===== src/rtl/wdog_pkg.sv =====
// Package: shared types and timing helpers for the watchdog.
// Assumes the time base is a whole number of milliseconds per tick.
package wdog_pkg;

    // Countdown phases: unarmed, counting, warning already issued, tripped
    typedef enum logic [1:0] {
        WD_IDLE = 2'd0,
        WD_RUN  = 2'd1,
        WD_WARN = 2'd2,
        WD_TRIP = 2'd3
    } wd_state_e;

    // Convert a timeout in minutes into a tick count
    function automatic int unsigned minutes_to_ticks(int unsigned minutes, int unsigned tick_ms);
        return (minutes * 60 * 1000) / tick_ms;
    endfunction

    // Convert a lead time in milliseconds into a tick count
    function automatic int unsigned ms_to_ticks(int unsigned ms, int unsigned tick_ms);
        return ms / tick_ms;
    endfunction

endpackage


===== src/rtl/wdog_regs.sv =====
// Module: register window of the watchdog.
// Holds the reload value and the one-way arm flag, turns reload writes
// into a load strobe for the counter, and returns read data.
// Assumes writes are single-cycle strobes.
module wdog_regs #(
    parameter int ADDR_W   = 8,
    parameter int DATA_W   = 16,
    parameter logic [ADDR_W-1:0] RELOAD_OFS = 8'h70,
    parameter logic [ADDR_W-1:0] CTRL_OFS   = 8'h72,
    parameter logic [DATA_W-1:0] ARM_CODE   = 16'h0085,
    parameter logic [DATA_W-1:0] RESET_VAL  = 16'd937
) (
    input  logic              clk,
    input  logic              rst_n,
    input  logic              wr_en,
    input  logic [ADDR_W-1:0] wr_addr,
    input  logic [DATA_W-1:0] wr_data,
    input  logic [ADDR_W-1:0] rd_addr,
    output logic [DATA_W-1:0] rd_data,
    output logic              armed_o,
    output logic              load_o,
    output logic [DATA_W-1:0] load_val_o
);

    logic [DATA_W-1:0] reload_q;
    logic              armed_q;
    logic              hit_reload;
    logic              hit_ctrl;

    // Decode which register a write targets
    always_comb begin
        hit_reload = wr_en && (wr_addr == RELOAD_OFS);
        hit_ctrl   = wr_en && (wr_addr == CTRL_OFS);
    end

    // Store the reload value on every write to its offset
    always_ff @(posedge clk) begin
        if (!rst_n)
            reload_q <= RESET_VAL;
        else if (hit_reload)
            reload_q <= wr_data;
    end

    // Arm on the exact code; once set, only system reset clears it
    always_ff @(posedge clk) begin
        if (!rst_n)
            armed_q <= 1'b0;
        else if (hit_ctrl && (wr_data == ARM_CODE))
            armed_q <= 1'b1;
    end

    // Send a reload write straight on to the counter as a load strobe
    always_comb begin
        load_o     = hit_reload;
        load_val_o = wr_data;
    end

    // Read mux: the control register reads back the arm code once armed
    always_comb begin
        if (rd_addr == RELOAD_OFS)
            rd_data = reload_q;
        else if (rd_addr == CTRL_OFS)
            rd_data = armed_q ? ARM_CODE : '0;
        else
            rd_data = '0;
    end

    assign armed_o = armed_q;

endmodule


===== src/rtl/wdog_countdown.sv =====
// Module: tick-driven down counter with early warning and trip.
// Counts one per tick once armed. It pulses the warning once when the count
// first lands at or below LEAD, and trips when the count reaches zero.
// A load takes priority over a tick in the same cycle. Once tripped, the
// counter is frozen until reset.
module wdog_countdown
    import wdog_pkg::*;
#(
    parameter int CNT_W = 16,
    parameter int LEAD  = 70,
    parameter logic [CNT_W-1:0] RESET_VAL = 16'd937
) (
    input  logic             clk,
    input  logic             rst_n,
    input  logic             armed,
    input  logic             load,
    input  logic [CNT_W-1:0] load_val,
    input  logic             tick,
    output logic             nmi_o,
    output logic             trip_o
);

    localparam logic [CNT_W-1:0] LEAD_V = CNT_W'(LEAD);

    wd_state_e        st_q;
    logic [CNT_W-1:0] cnt_q;
    logic [CNT_W-1:0] cnt_dec;
    logic             nmi_q;
    logic             counting;

    // Next count on a tick, saturating at zero
    always_comb begin
        cnt_dec  = (cnt_q == '0) ? '0 : cnt_q - CNT_W'(1);
        counting = (st_q == WD_RUN) || (st_q == WD_WARN);
    end

    // Phase, count and warning pulse
    always_ff @(posedge clk) begin
        if (!rst_n) begin
            st_q  <= WD_IDLE;
            cnt_q <= RESET_VAL;
            nmi_q <= 1'b0;
        end else begin
            nmi_q <= 1'b0;
            if (st_q != WD_TRIP) begin
                if (load) begin
                    cnt_q <= load_val;
                    if (st_q == WD_WARN)
                        st_q <= WD_RUN;
                end else if (st_q == WD_IDLE) begin
                    if (armed)
                        st_q <= WD_RUN;
                end else if (counting && tick) begin
                    cnt_q <= cnt_dec;
                    if ((st_q == WD_RUN) && (cnt_dec <= LEAD_V))
                        nmi_q <= 1'b1;
                    if (cnt_dec == '0)
                        st_q <= WD_TRIP;
                    else if (cnt_dec <= LEAD_V)
                        st_q <= WD_WARN;
                end
            end
        end
    end

    assign nmi_o  = nmi_q;
    assign trip_o = (st_q == WD_TRIP);

endmodule


===== src/rtl/wdog_nmi_top.sv =====
// Module: watchdog top. It joins the register window to the countdown.
// Assumes tick_en is a single-cycle pulse from a 128 ms time base, and
// rst_n is the system reset that follows a power removal.
module wdog_nmi_top
    import wdog_pkg::*;
#(
    parameter int ADDR_W      = 8,
    parameter int DATA_W      = 16,
    parameter int TICK_MS     = 128,
    parameter int LEAD_MS     = 9000,
    parameter int DEFAULT_MIN = 2,
    parameter logic [ADDR_W-1:0] RELOAD_OFS = 8'h70,
    parameter logic [ADDR_W-1:0] CTRL_OFS   = 8'h72,
    parameter logic [DATA_W-1:0] ARM_CODE   = 16'h0085
) (
    input  logic              clk,
    input  logic              rst_n,
    input  logic              wr_en,
    input  logic [ADDR_W-1:0] wr_addr,
    input  logic [DATA_W-1:0] wr_data,
    input  logic [ADDR_W-1:0] rd_addr,
    output logic [DATA_W-1:0] rd_data,
    input  logic              tick_en,
    output logic              nmi_pulse,
    output logic              rst_req
);

    localparam int NMI_LEAD = int'(ms_to_ticks(LEAD_MS, TICK_MS));
    localparam logic [DATA_W-1:0] RESET_RELOAD =
        DATA_W'(minutes_to_ticks(DEFAULT_MIN, TICK_MS));

    logic              armed;
    logic              load;
    logic [DATA_W-1:0] load_val;

    // Register window
    wdog_regs #(
        .ADDR_W(ADDR_W), .DATA_W(DATA_W),
        .RELOAD_OFS(RELOAD_OFS), .CTRL_OFS(CTRL_OFS),
        .ARM_CODE(ARM_CODE), .RESET_VAL(RESET_RELOAD)
    ) u_regs (
        .clk(clk), .rst_n(rst_n),
        .wr_en(wr_en), .wr_addr(wr_addr), .wr_data(wr_data),
        .rd_addr(rd_addr), .rd_data(rd_data),
        .armed_o(armed), .load_o(load), .load_val_o(load_val)
    );

    // Countdown with warning and trip
    wdog_countdown #(
        .CNT_W(DATA_W), .LEAD(NMI_LEAD), .RESET_VAL(RESET_RELOAD)
    ) u_cnt (
        .clk(clk), .rst_n(rst_n),
        .armed(armed), .load(load), .load_val(load_val),
        .tick(tick_en),
        .nmi_o(nmi_pulse), .trip_o(rst_req)
    );

endmodule


===== config.mk =====
export PLATFORM = sky130hd
export DESIGN_NAME = wdog_nmi_top
export DESIGN_NICKNAME = d
export VERILOG_FILES = /design/src/rtl/wdog_pkg.sv /design/src/rtl/wdog_regs.sv /design/src/rtl/wdog_countdown.sv /design/src/rtl/wdog_nmi_top.sv
export SDC_FILE = /design/constraint.sdc
export NUM_CORES = 1
export LEC_CHECK = 0
export ABC_AREA = 0
export BUFFER_PORTS_ARGS = -buffer_cell sky130_fd_sc_hd__buf_2
export CAP_MARGIN = 25
export CORE_MARGIN = 4
export CORE_UTILIZATION = 45
export CTS_BUF_LIST = sky130_fd_sc_hd__clkbuf_4 sky130_fd_sc_hd__clkbuf_8
export DETAILED_ROUTE_END_ITERATION = 10
export PLACE_DENSITY = 0.76
export SYNTH_ARGS = -nofsm -noshare
export SYNTH_HDL_FRONTEND = slang
export SYNTH_SLANG_ARGS = --single-unit

===== constraint.sdc =====
create_clock -name clk -period 3.5 [get_ports clk]
set_input_delay 0.175 -clock clk [delete_from_list [all_inputs] [get_ports clk]]
set_output_delay 0.175 -clock clk [all_outputs]
set_load 0.05 [all_outputs]

==> out/qor.yml, run 1 <==
outcome: "complete, no violations"
endpoint: "u_cnt.st_q[0]"
drc: 0
syn_nets: 342
fp.dieW_um: 78.6
stdcell_count: 411
hp-class: "in2reg"
synth_flop_cell: "dfxtp_1"
core_um2: 4790
htree_levels: 2
diodes: 0
dieArea_um2: 6190
n_fill_cell: 468
critPathKind: "reg2reg"
hold_viol: 0
crit_buf_inv: 1
setup_viol_count_final: 0
hold_path_depth: 3
async_reset_ff_share_pct: 0
dr.pass1.iters: 5
drtAntennaViolNets: 0
path_cells: "inv_1 > ha_1 > or3b_1 > nor3_2 > nand3_1 > a2111o_1 > a211oi_2 > o221ai_1"
wl_um: 6260
synthMostInstantiatedCell: "nand2_1"
synth_top_area_share_pct: 32.1
cp_top_family: "simple AND/OR/NAND/NOR gates"
grt_max_degree: 29
r2r_end: "u_cnt.st_q[0]"
clk_path_buf_depth: 2
io_pins: 54
power_density_nw_per_um2: 300
crit_arrival_ps: 2920
worst_path_largest_cell_delay_ps: 510
numCtsBuffers: 5
rsz0062_at_grt: "false"
antenna_found_initial: 0
drv_slew: 0
synth_compound_area_share_pct: 23.2
vias_per_cell: 5.75
required_ps: 3650
cts_tree: "done"
ys.warnings.count: 0
dr_total_vias: 2364
synth_xor_xnor_area_share_pct: 3.12
dp_hpwl_um: 4650
cts-root-buf: "clkbuf_8"
post_drt_wl_per_cell_um: 15.2
cp-start-kind: "register"
synthMuxAreaShare_pct: 0.446
floorplan.initialDensity_pct: 46.9
p_leak_uw: 0.00105
clkSlewWorstSetupHoldPaths_ps: 70
cts_hold_buf: 0
synthCells: 300
area_delta_synth_final_pct: 16.9
dp.cells: 403
ys_seq_elements: 36
cts_resized: 0
cts_setup_buffers: 0
period_minus_slack_ps: 2770
slew_headroom_pct: 47.2
fin_crit_sh_pct: 79.2
grt_pass1_vias: 2132
regToRegSetupSlack_ps: 730
r2r_start: "u_cnt.cnt_q[0]"
yosys-top-cells-count: "nand2_1, dfxtp_1, nor2_1"
crit_path_end_kind: "register"
synth_simple_gate_area_share_pct: 33.2
cp_max_fo: 10
grt_overflow: 0
synth_area_leaders: "dfxtp_1, nand2_1, a21oi_1, and2_1, nor2_1"
reg2regPathDepth: 8
crit_start: "u_cnt.cnt_q[0]"
max-vdd-ir-drop_uv: 108
synth_top_cell_by_area: "dfxtp_1"
die_h_um: 78.6
synthAdderAreaFrac_pct: 3.34
maxCapViolCount: 0
syn_area_per_cell_um2: 7.49
skew_ps: 6.53
synth.distinct_cells: 53
critical_path_depth: 8
fin_util_pct: 54.8
row_count: 25
setup-tns-final_ps: 0
gp_congestion: 0.830
grt.total_usage_pct: 20.7
drt_iter0_drc: 230
nets: 385
syn_area_um2: 2250
synth_edf_count: 0
seq_area_frac_synth_pct: 32.1
io_buffer_count: 53
max_freq_ghz: 0.361
clock-sinks: 36
worstMarginPinSlew_ps: 790
clock_latency_ps: 290
drive_gt1_share_pct: 20.9
cpMaxStageDelayCell: "or3b_1"
synth_top_family_by_area: "simple AND/OR/NAND/NOR gates"
grt_pass1_wl_um: 10200
==> state kept, by name, summed over array words and instances (netlist names) <==
register         cells
u_cnt.st_q           2
u_regs.reload_q     16
u_cnt.cnt_q         16
u_cnt.nmi_o          1
u_regs.armed_o       1
==> power breakdown <==
| part | leakage [uW] | internal (uW) | switching, uW |
|---|---|---|---|
| combinational | 0.000715 | 32.5 | 39.1 |
| clock | 0.0000479 | 139 | 153 |
| sequential | 0.000291 | 415 | 8.79 |
==> cell families (layout without fill, tap and decap cells) <==
| family | count (synthesis) | in the layout |
|---|---|---|
| xor+xnor | 8 | 8 |
| fa+ha+maj | 6 | 6 |
| flops | 36 | 36 |
| compound gates | 83 | 83 |
| simple gates | 140 | 140 |
| buf+inv | 26 | 70 |
| mux | 1 | 1 |
==> cell usage in the layout, fill, tap and decap left out, types with 6 or more instances in the layout <==
master   count
a21oi_1     21
o21ai_1     14
and2_1      14
dfxtp_1     36
a31oi_1      6
nand2_1     49
ha_1         6
buf_2       53
nand3_1      8
nor2_1      22
o21ai_0     12
==> how the worst min path moves through the flow <==
stage                           from                  to
after detailed placement  wr_data[9]  u_regs.reload_q[9]
after global routing      wr_data[8]  u_regs.reload_q[8]
after floorplan           wr_data[8]  u_regs.reload_q[8]
after global placement    wr_data[9]  u_regs.reload_q[9]
final                     wr_data[9]  u_regs.reload_q[9]
after CTS                 wr_data[9]  u_regs.reload_q[9]
==> layer usage <==
layer | part of all wire [%] | GRT usage, % | vias up
li1 | - | - | 1157
met1 | 43 | 26.4 | 1086
met2 | 46 | 34.5 | 111
met3 | 10 | 5.73 | 10
met4 | 1.2 | 4.72 | 0
met5 | 0 | 0 | -
==> worst register-to-register path, stage by stage, from the launching register on <==
cell and delay, ps:
dfxtp_1 400, inv_1 130, ha_1 370, or3b_1 510
nor3_2 250, nand3_1 120, a2111o_1 470, a211oi_2 250
o221ai_1 150
==> through the flow <==
step,total power (uW),setup WS (ps),hold WS [ps],area (um2)
final,786,727,134,2630
after global routing,825,503,149,2630
after CTS,793,746,130,2630
after detailed placement,504,769,429,2540
after global placement,502,876,429,2540
after floorplan,471,820,274,2250
==> cell type report <==
| cell class | instances | area [um2] | share of cell area, % |
|---|---|---|---|
| Clock buffer | 5 | 68.8 | 2.62 |
| Clock inverter | 3 | 18.8 | 0.715 |
| Inverter | 6 | 22.5 | 0.858 |
| Multi-Input combinational cell | 238 | 1420 | 54.2 |
| Sequential cell | 36 | 721 | 27.5 |
| Tap cell | 67 | 83.8 | 3.19 |
| Timing Repair Buffer | 56 | 288 | 11.0 |
No activity file was read; power rests on OpenSTA's default activity.
==> run 2, diff against run 1 <==
Clock period 3.5 ns to 2.65 ns, I/O delays scaled along.
==> out/qor.yml, run 2 (synthesis results as in run 1) <==
regToRegSetupSlack_ps: 220  # -510 ps
reg2regPathDepth: 7  # -1
drtAntennaViolNets: 0  # unchanged
row_count: 25  # unchanged
grt.total_usage_pct: 20.9  # +0.22 points
grt_pass1_wl_um: 10400  # +1.6%
numCtsBuffers: 5  # unchanged
max-vdd-ir-drop_uv: 196  # +81%
drt_iter0_drc: 167  # -27%
cts_resized: 0  # unchanged
worst_path_largest_cell_delay_ps: 440  # -70 ps
cts_setup_buffers: 0  # unchanged
outcome: "complete, no violations"
critPathKind: "reg2reg"
period_minus_slack_ps: 2430  # -343 ps
hold_path_depth: 3  # unchanged
die_h_um: 78.6  # unchanged
finalInstanceArea_um2: 2700  # +3.0%
path_cells: "ha_2 > or4_4 > nor2_4 > or3b_1 > a2111o_1 > a211oi_2 > o221ai_1"
io_buffer_count: 53  # unchanged
dr_total_vias: 2450  # +3.6%
r2r_end: "u_cnt.st_q[0]"
grt_pass1_vias: 2171  # +1.8%
drive_gt1_share_pct: 23.4  # +2.5 points
core_um2: 4790  # unchanged
diodes: 0  # unchanged
r2r_start: "u_cnt.st_q[0]"
grt_overflow: 0  # unchanged
cpMaxStageDelayCell: "or4_4"
stdcell_count: 421  # +2.4%
crit_path_end_kind: "register"
dp_hpwl_um: 4880  # +5.0%
layout_commonest_cell: "buf_2"
hold_end: "u_regs.reload_q[9]"
cp-start-kind: "register"
area_delta_synth_final_pct: 20.3
drc: 0  # unchanged
cts-root-buf: "clkbuf_8"
clock_latency_ps: 290  # about the same
drv_slew: 0  # unchanged
gp_congestion: 0.862  # +3.8%
setup-tns-final_ps: 0  # unchanged
antenna_found_initial: 0  # unchanged
dp.cells: 413  # +2.5%
post_drt_wl_per_cell_um: 15.1  # -1.0%
nets: 395  # +2.6%
power_density_nw_per_um2: 388  # +30%
grt_max_degree: 23  # -21%
n_fill_cell: 469  # +0.21%
dieArea_um2: 6190  # unchanged
crit_arrival_ps: 2590  # -330 ps
reg_top3: "u_cnt.cnt_q (16), u_regs.reload_q (16), u_cnt.st_q (2)"
vias_per_cell: 5.82  # +1.2%
fp.dieW_um: 78.6  # unchanged
dr.pass1.iters: 5  # unchanged
setup_viol_count_final: 0  # unchanged
cts_tree: "done"
maxCapViolCount: 0  # unchanged
place_area_um2: 2620  # +3.1%
clk_path_buf_depth: 2  # unchanged
io_pins: 54  # unchanged
floorplan.initialDensity_pct: 46.9  # unchanged
hold_viol: 0  # unchanged
max_freq_ghz: 0.411  # +14%
clock-sinks: 36  # unchanged
cts_hold_buf: 0  # unchanged
cp_max_fo: 9  # -1
skew_ps: 9.65  # +3.12 ps
mostFrequentLayoutCells: "buf_2, nand2_1, dfxtp_1"
required_ps: 2810  # -840 ps
fin_crit_sh_pct: 91.7  # +12 points
slew_headroom_pct: 55.8  # +8.7 points
fin_util_pct: 56.5  # +1.6 points
clkSlewWorstSetupHoldPaths_ps: 80  # about the same
htree_levels: 2  # unchanged
p_leak_uw: 0.00110  # +4.5%
hp-start: "wr_data[9]"
rsz0062_at_grt: "false"
hp-class: "in2reg"
wl_um: 6340  # +1.4%
worst_hold_slack_ps: 87.1  # -47.2 ps
worstMarginPinSlew_ps: 663  # -127 ps
## run 2: worst max path at each step
stage,slack (ps),cells after the start,endpoint,startpoint
after floorplan,20,11,u_cnt.st_q[0],u_cnt.cnt_q[0]
after global placement,290,7,u_cnt.st_q[0],u_cnt.st_q[0]
after detailed placement,210,7,u_cnt.st_q[0],u_cnt.st_q[0]
after CTS,210,7,u_cnt.st_q[0],u_cnt.st_q[0]
after global routing,70,7,u_cnt.st_q[0],u_cnt.st_q[0]
final,220,7,u_cnt.st_q[0],u_cnt.st_q[0]
## run 2: area by class of cell
| type | instances | area [um2] | area share [%] |
|---|---|---|---|
| inverters | 6 | 22.5 | 0.833 |
| flip-flops and latches | 36 | 721 | 26.7 |
| clock buffers | 5 | 68.8 | 2.55 |
| clock inverters | 3 | 18.8 | 0.694 |
| well taps | 67 | 83.8 | 3.10 |
| repair buffers | 66 | 363 | 13.4 |
| multi-input cells | 238 | 1430 | 52.7 |
## run 2: routing by layer
metal	part of all wire, %	routed length, um	GRT usage (%)
met3	7.9	504	4.13
met4	1.5	98	6.64
met5	0	0	0
met1	45	2880	27.6
met2	45	2860	34.0
## run 2: stage by stage
stage	total power, uW	setup slack [ps]
final	1050	220
after global routing	1100	71.3
after CTS	1050	206
after detailed placement	669	215
after global placement	666	291
after floorplan	622	19.3
## run 2: critical path, delay by kind of cell (launching register included)
family | cells | cell delay, ps
AND/OR/NAND/NOR | 3 | 900
flip-flops | 1 | 350
adder cells (fa/ha/maj) | 1 | 260
AO/OA/AOI/OAI | 3 | 790
## run 2: where the power goes
| group | switching (uW) | leakage, uW | internal (uW) |
|---|---|---|---|
| combinational | 53.9 | 0.000762 | 46.3 |
| sequential | 9.43 | 0.000291 | 548 |
| clock | 209 | 0.0000479 | 183 |
| total | 272 | 0.00110 | 777 |
==> run 3, diff against run 2 <==
Settings changed: RECOVER_POWER set to 25.
==> out/qor.yml, run 3 (synthesis results as in run 1) <==
clock_latency_ps: 300  # about the same
clk_path_buf_depth: 2  # unchanged
crit_path_end_kind: "register"
dp_hpwl_um: 4880  # unchanged
vias_per_cell: 5.83  # +0.24%
required_ps: 2810  # about the same
setup-tns-final_ps: 0  # unchanged
grt_pass1_vias: 2171  # unchanged
dieArea_um2: 6190  # unchanged
drt_iter0_drc: 152  # -9.0%
final-seq-area_um2: 721  # unchanged
cts-root-buf: "clkbuf_8"
power_density_nw_per_um2: 389  # about the same
multiInputGateArea_um2: 1430  # unchanged
crit_buf_inv: 0  # unchanged
hp-class: "in2reg"
fin_crit_sh_pct: 91.7  # about the same
grt_max_degree: 23  # unchanged
skew_ps: 11.9  # +2.26 ps
drtAntennaViolNets: 0  # unchanged
hold_viol: 0  # unchanged
row_count: 25  # unchanged
slew_headroom_pct: 55.2  # -0.60 points
io_buffer_count: 53  # unchanged
reg_top3: "u_cnt.cnt_q (16), u_regs.reload_q (16), u_cnt.st_q (2)"
cts_tree: "done"
max_freq_ghz: 0.411  # about the same
finalInstanceArea_um2: 2700  # about the same
dr.pass1.iters: 5  # unchanged
die_h_um: 78.6  # unchanged
path_cells: "ha_2 > or4_4 > nor2_4 > or3b_1 > a2111o_1 > a211oi_2 > o221ai_1"
period_minus_slack_ps: 2430  # +0.310 ps
wl_um: 6350  # +0.11%
fp.dieW_um: 78.6  # unchanged
r2r_start: "u_cnt.st_q[0]"
post_drt_wl_per_cell_um: 15.1  # +0.11%
cts_hold_buf: 0  # unchanged
floorplan.initialDensity_pct: 46.9  # unchanged
io_pins: 54  # unchanged
layout_commonest_cell: "buf_2"
setup_viol_count_final: 0  # unchanged
clkSlewWorstSetupHoldPaths_ps: 80  # about the same
gp_congestion: 0.862  # unchanged
cpMaxStageDelayCell: "or4_4"
dp.cells: 413  # unchanged
worst_hold_slack_ps: 88.9  # +1.80 ps
cp_max_fo: 9  # unchanged
drc: 0  # unchanged
grt_overflow: 0  # unchanged
hp-start: "wr_data[9]"
grt_pass1_wl_um: 10400  # unchanged
numCtsBuffers: 5  # unchanged
mostFrequentLayoutCells: "buf_2, nand2_1, dfxtp_1"
area_delta_synth_final_pct: 20.2  # about the same
worstMarginPinSlew_ps: 672  # +9.03 ps
diodes: 0  # unchanged
drive_gt1_share_pct: 22.9  # -0.56 points
nets: 395  # unchanged
critPathKind: "reg2reg"
cp_top_family: "simple AND/OR/NAND/NOR gates"
core_um2: 4790  # unchanged
place_area_um2: 2620  # unchanged
crit_arrival_ps: 2590  # about the same
crit_start: "u_cnt.st_q[0]"
cp-start-kind: "register"
p_leak_uw: 0.00109  # -0.80%
dr_total_vias: 2456  # +0.24%
stdcell_count: 421  # unchanged
grt.total_usage_pct: 20.9  # unchanged
cts_resized: 0  # unchanged
maxCapViolCount: 0  # unchanged
rsz0062_at_grt: "false"
drv_slew: 0  # unchanged
antenna_found_initial: 0  # unchanged
n_fill_cell: 471  # +0.43%
cts_setup_buffers: 0  # unchanged
max-vdd-ir-drop_uv: 198  # +0.94%
clock-sinks: 36  # unchanged
outcome: "complete, no violations"
htree_levels: 2  # unchanged
worst_path_largest_cell_delay_ps: 440  # about the same
run 3: changes by cell type in the layout (fill, tap and decap cells not counted):
cell / previous run / this run
buf_2: 53 / 51
clkbuf_1: 0 / 2
run 3: metrics by stage:
step / worst slack (ps) / power [uW] / util, %
5_1_grt: 69.8 / 1100 / 56.4
3_3_place_gp: 291 / 666 / 54.6
6_report: 219 / 1050 / 56.4
4_1_cts: 206 / 1050 / 56.5
3_5_place_dp: 215 / 669 / 54.6
2_1_floorplan: 19.3 / 622 / -
run 3: cell type report:
| cell class | count | share of cell area, % |
|---|---|---|
| Timing Repair Buffer | 66 | 13.3 |
| Multi-Input combinational cell | 238 | 52.8 |
| Clock buffer | 5 | 2.55 |
| Sequential cell | 36 | 26.7 |
| Tap cell | 67 | 3.10 |
| Inverter | 6 | 0.834 |
| Clock inverter | 3 | 0.695 |
run 3: where the power goes:
part / switching [uW] / total (uW) / internal [uW]
Sequential: 9.35 / 557 / 548
Combinational: 53.8 / 100 / 46.3
Clock: 209 / 392 / 183
Total: 272 / 1050 / 777
run 3: per-layer routing:
| layer | wire length, um | track usage [%] | up-vias | part of all wire, % |
|---|---|---|---|---|
| li1 | - | - | 1177 | - |
| met1 | 2840 | 27.6 | 1148 | 45 |
| met2 | 2820 | 34.0 | 122 | 44 |
| met3 | 586 | 4.13 | 9 | 9.2 |
| met4 | 98 | 6.64 | 0 | 1.5 |
| met5 | 0 | 0 | - | 0 |
run 3: final timing paths:
kind / endpoint / slack (ps) / cells past startpoint
worst min-delay path: u_regs.reload_q[9] / 90 / 3
worst max-delay path: u_cnt.st_q[0] / 220 / 7
worst max register to register: u_cnt.st_q[0] / 220 / 7
worst min register to register: u_regs.reload_q[1] / 460 / 2
run 3: worst register-to-register path: cells and delay by family, from the launching register on:
kind	cells	cell delay, ps
flip-flops	1	350
AO/OA/AOI/OAI	3	800
adder cells (fa/ha/maj)	1	260
AND/OR/NAND/NOR	3	900
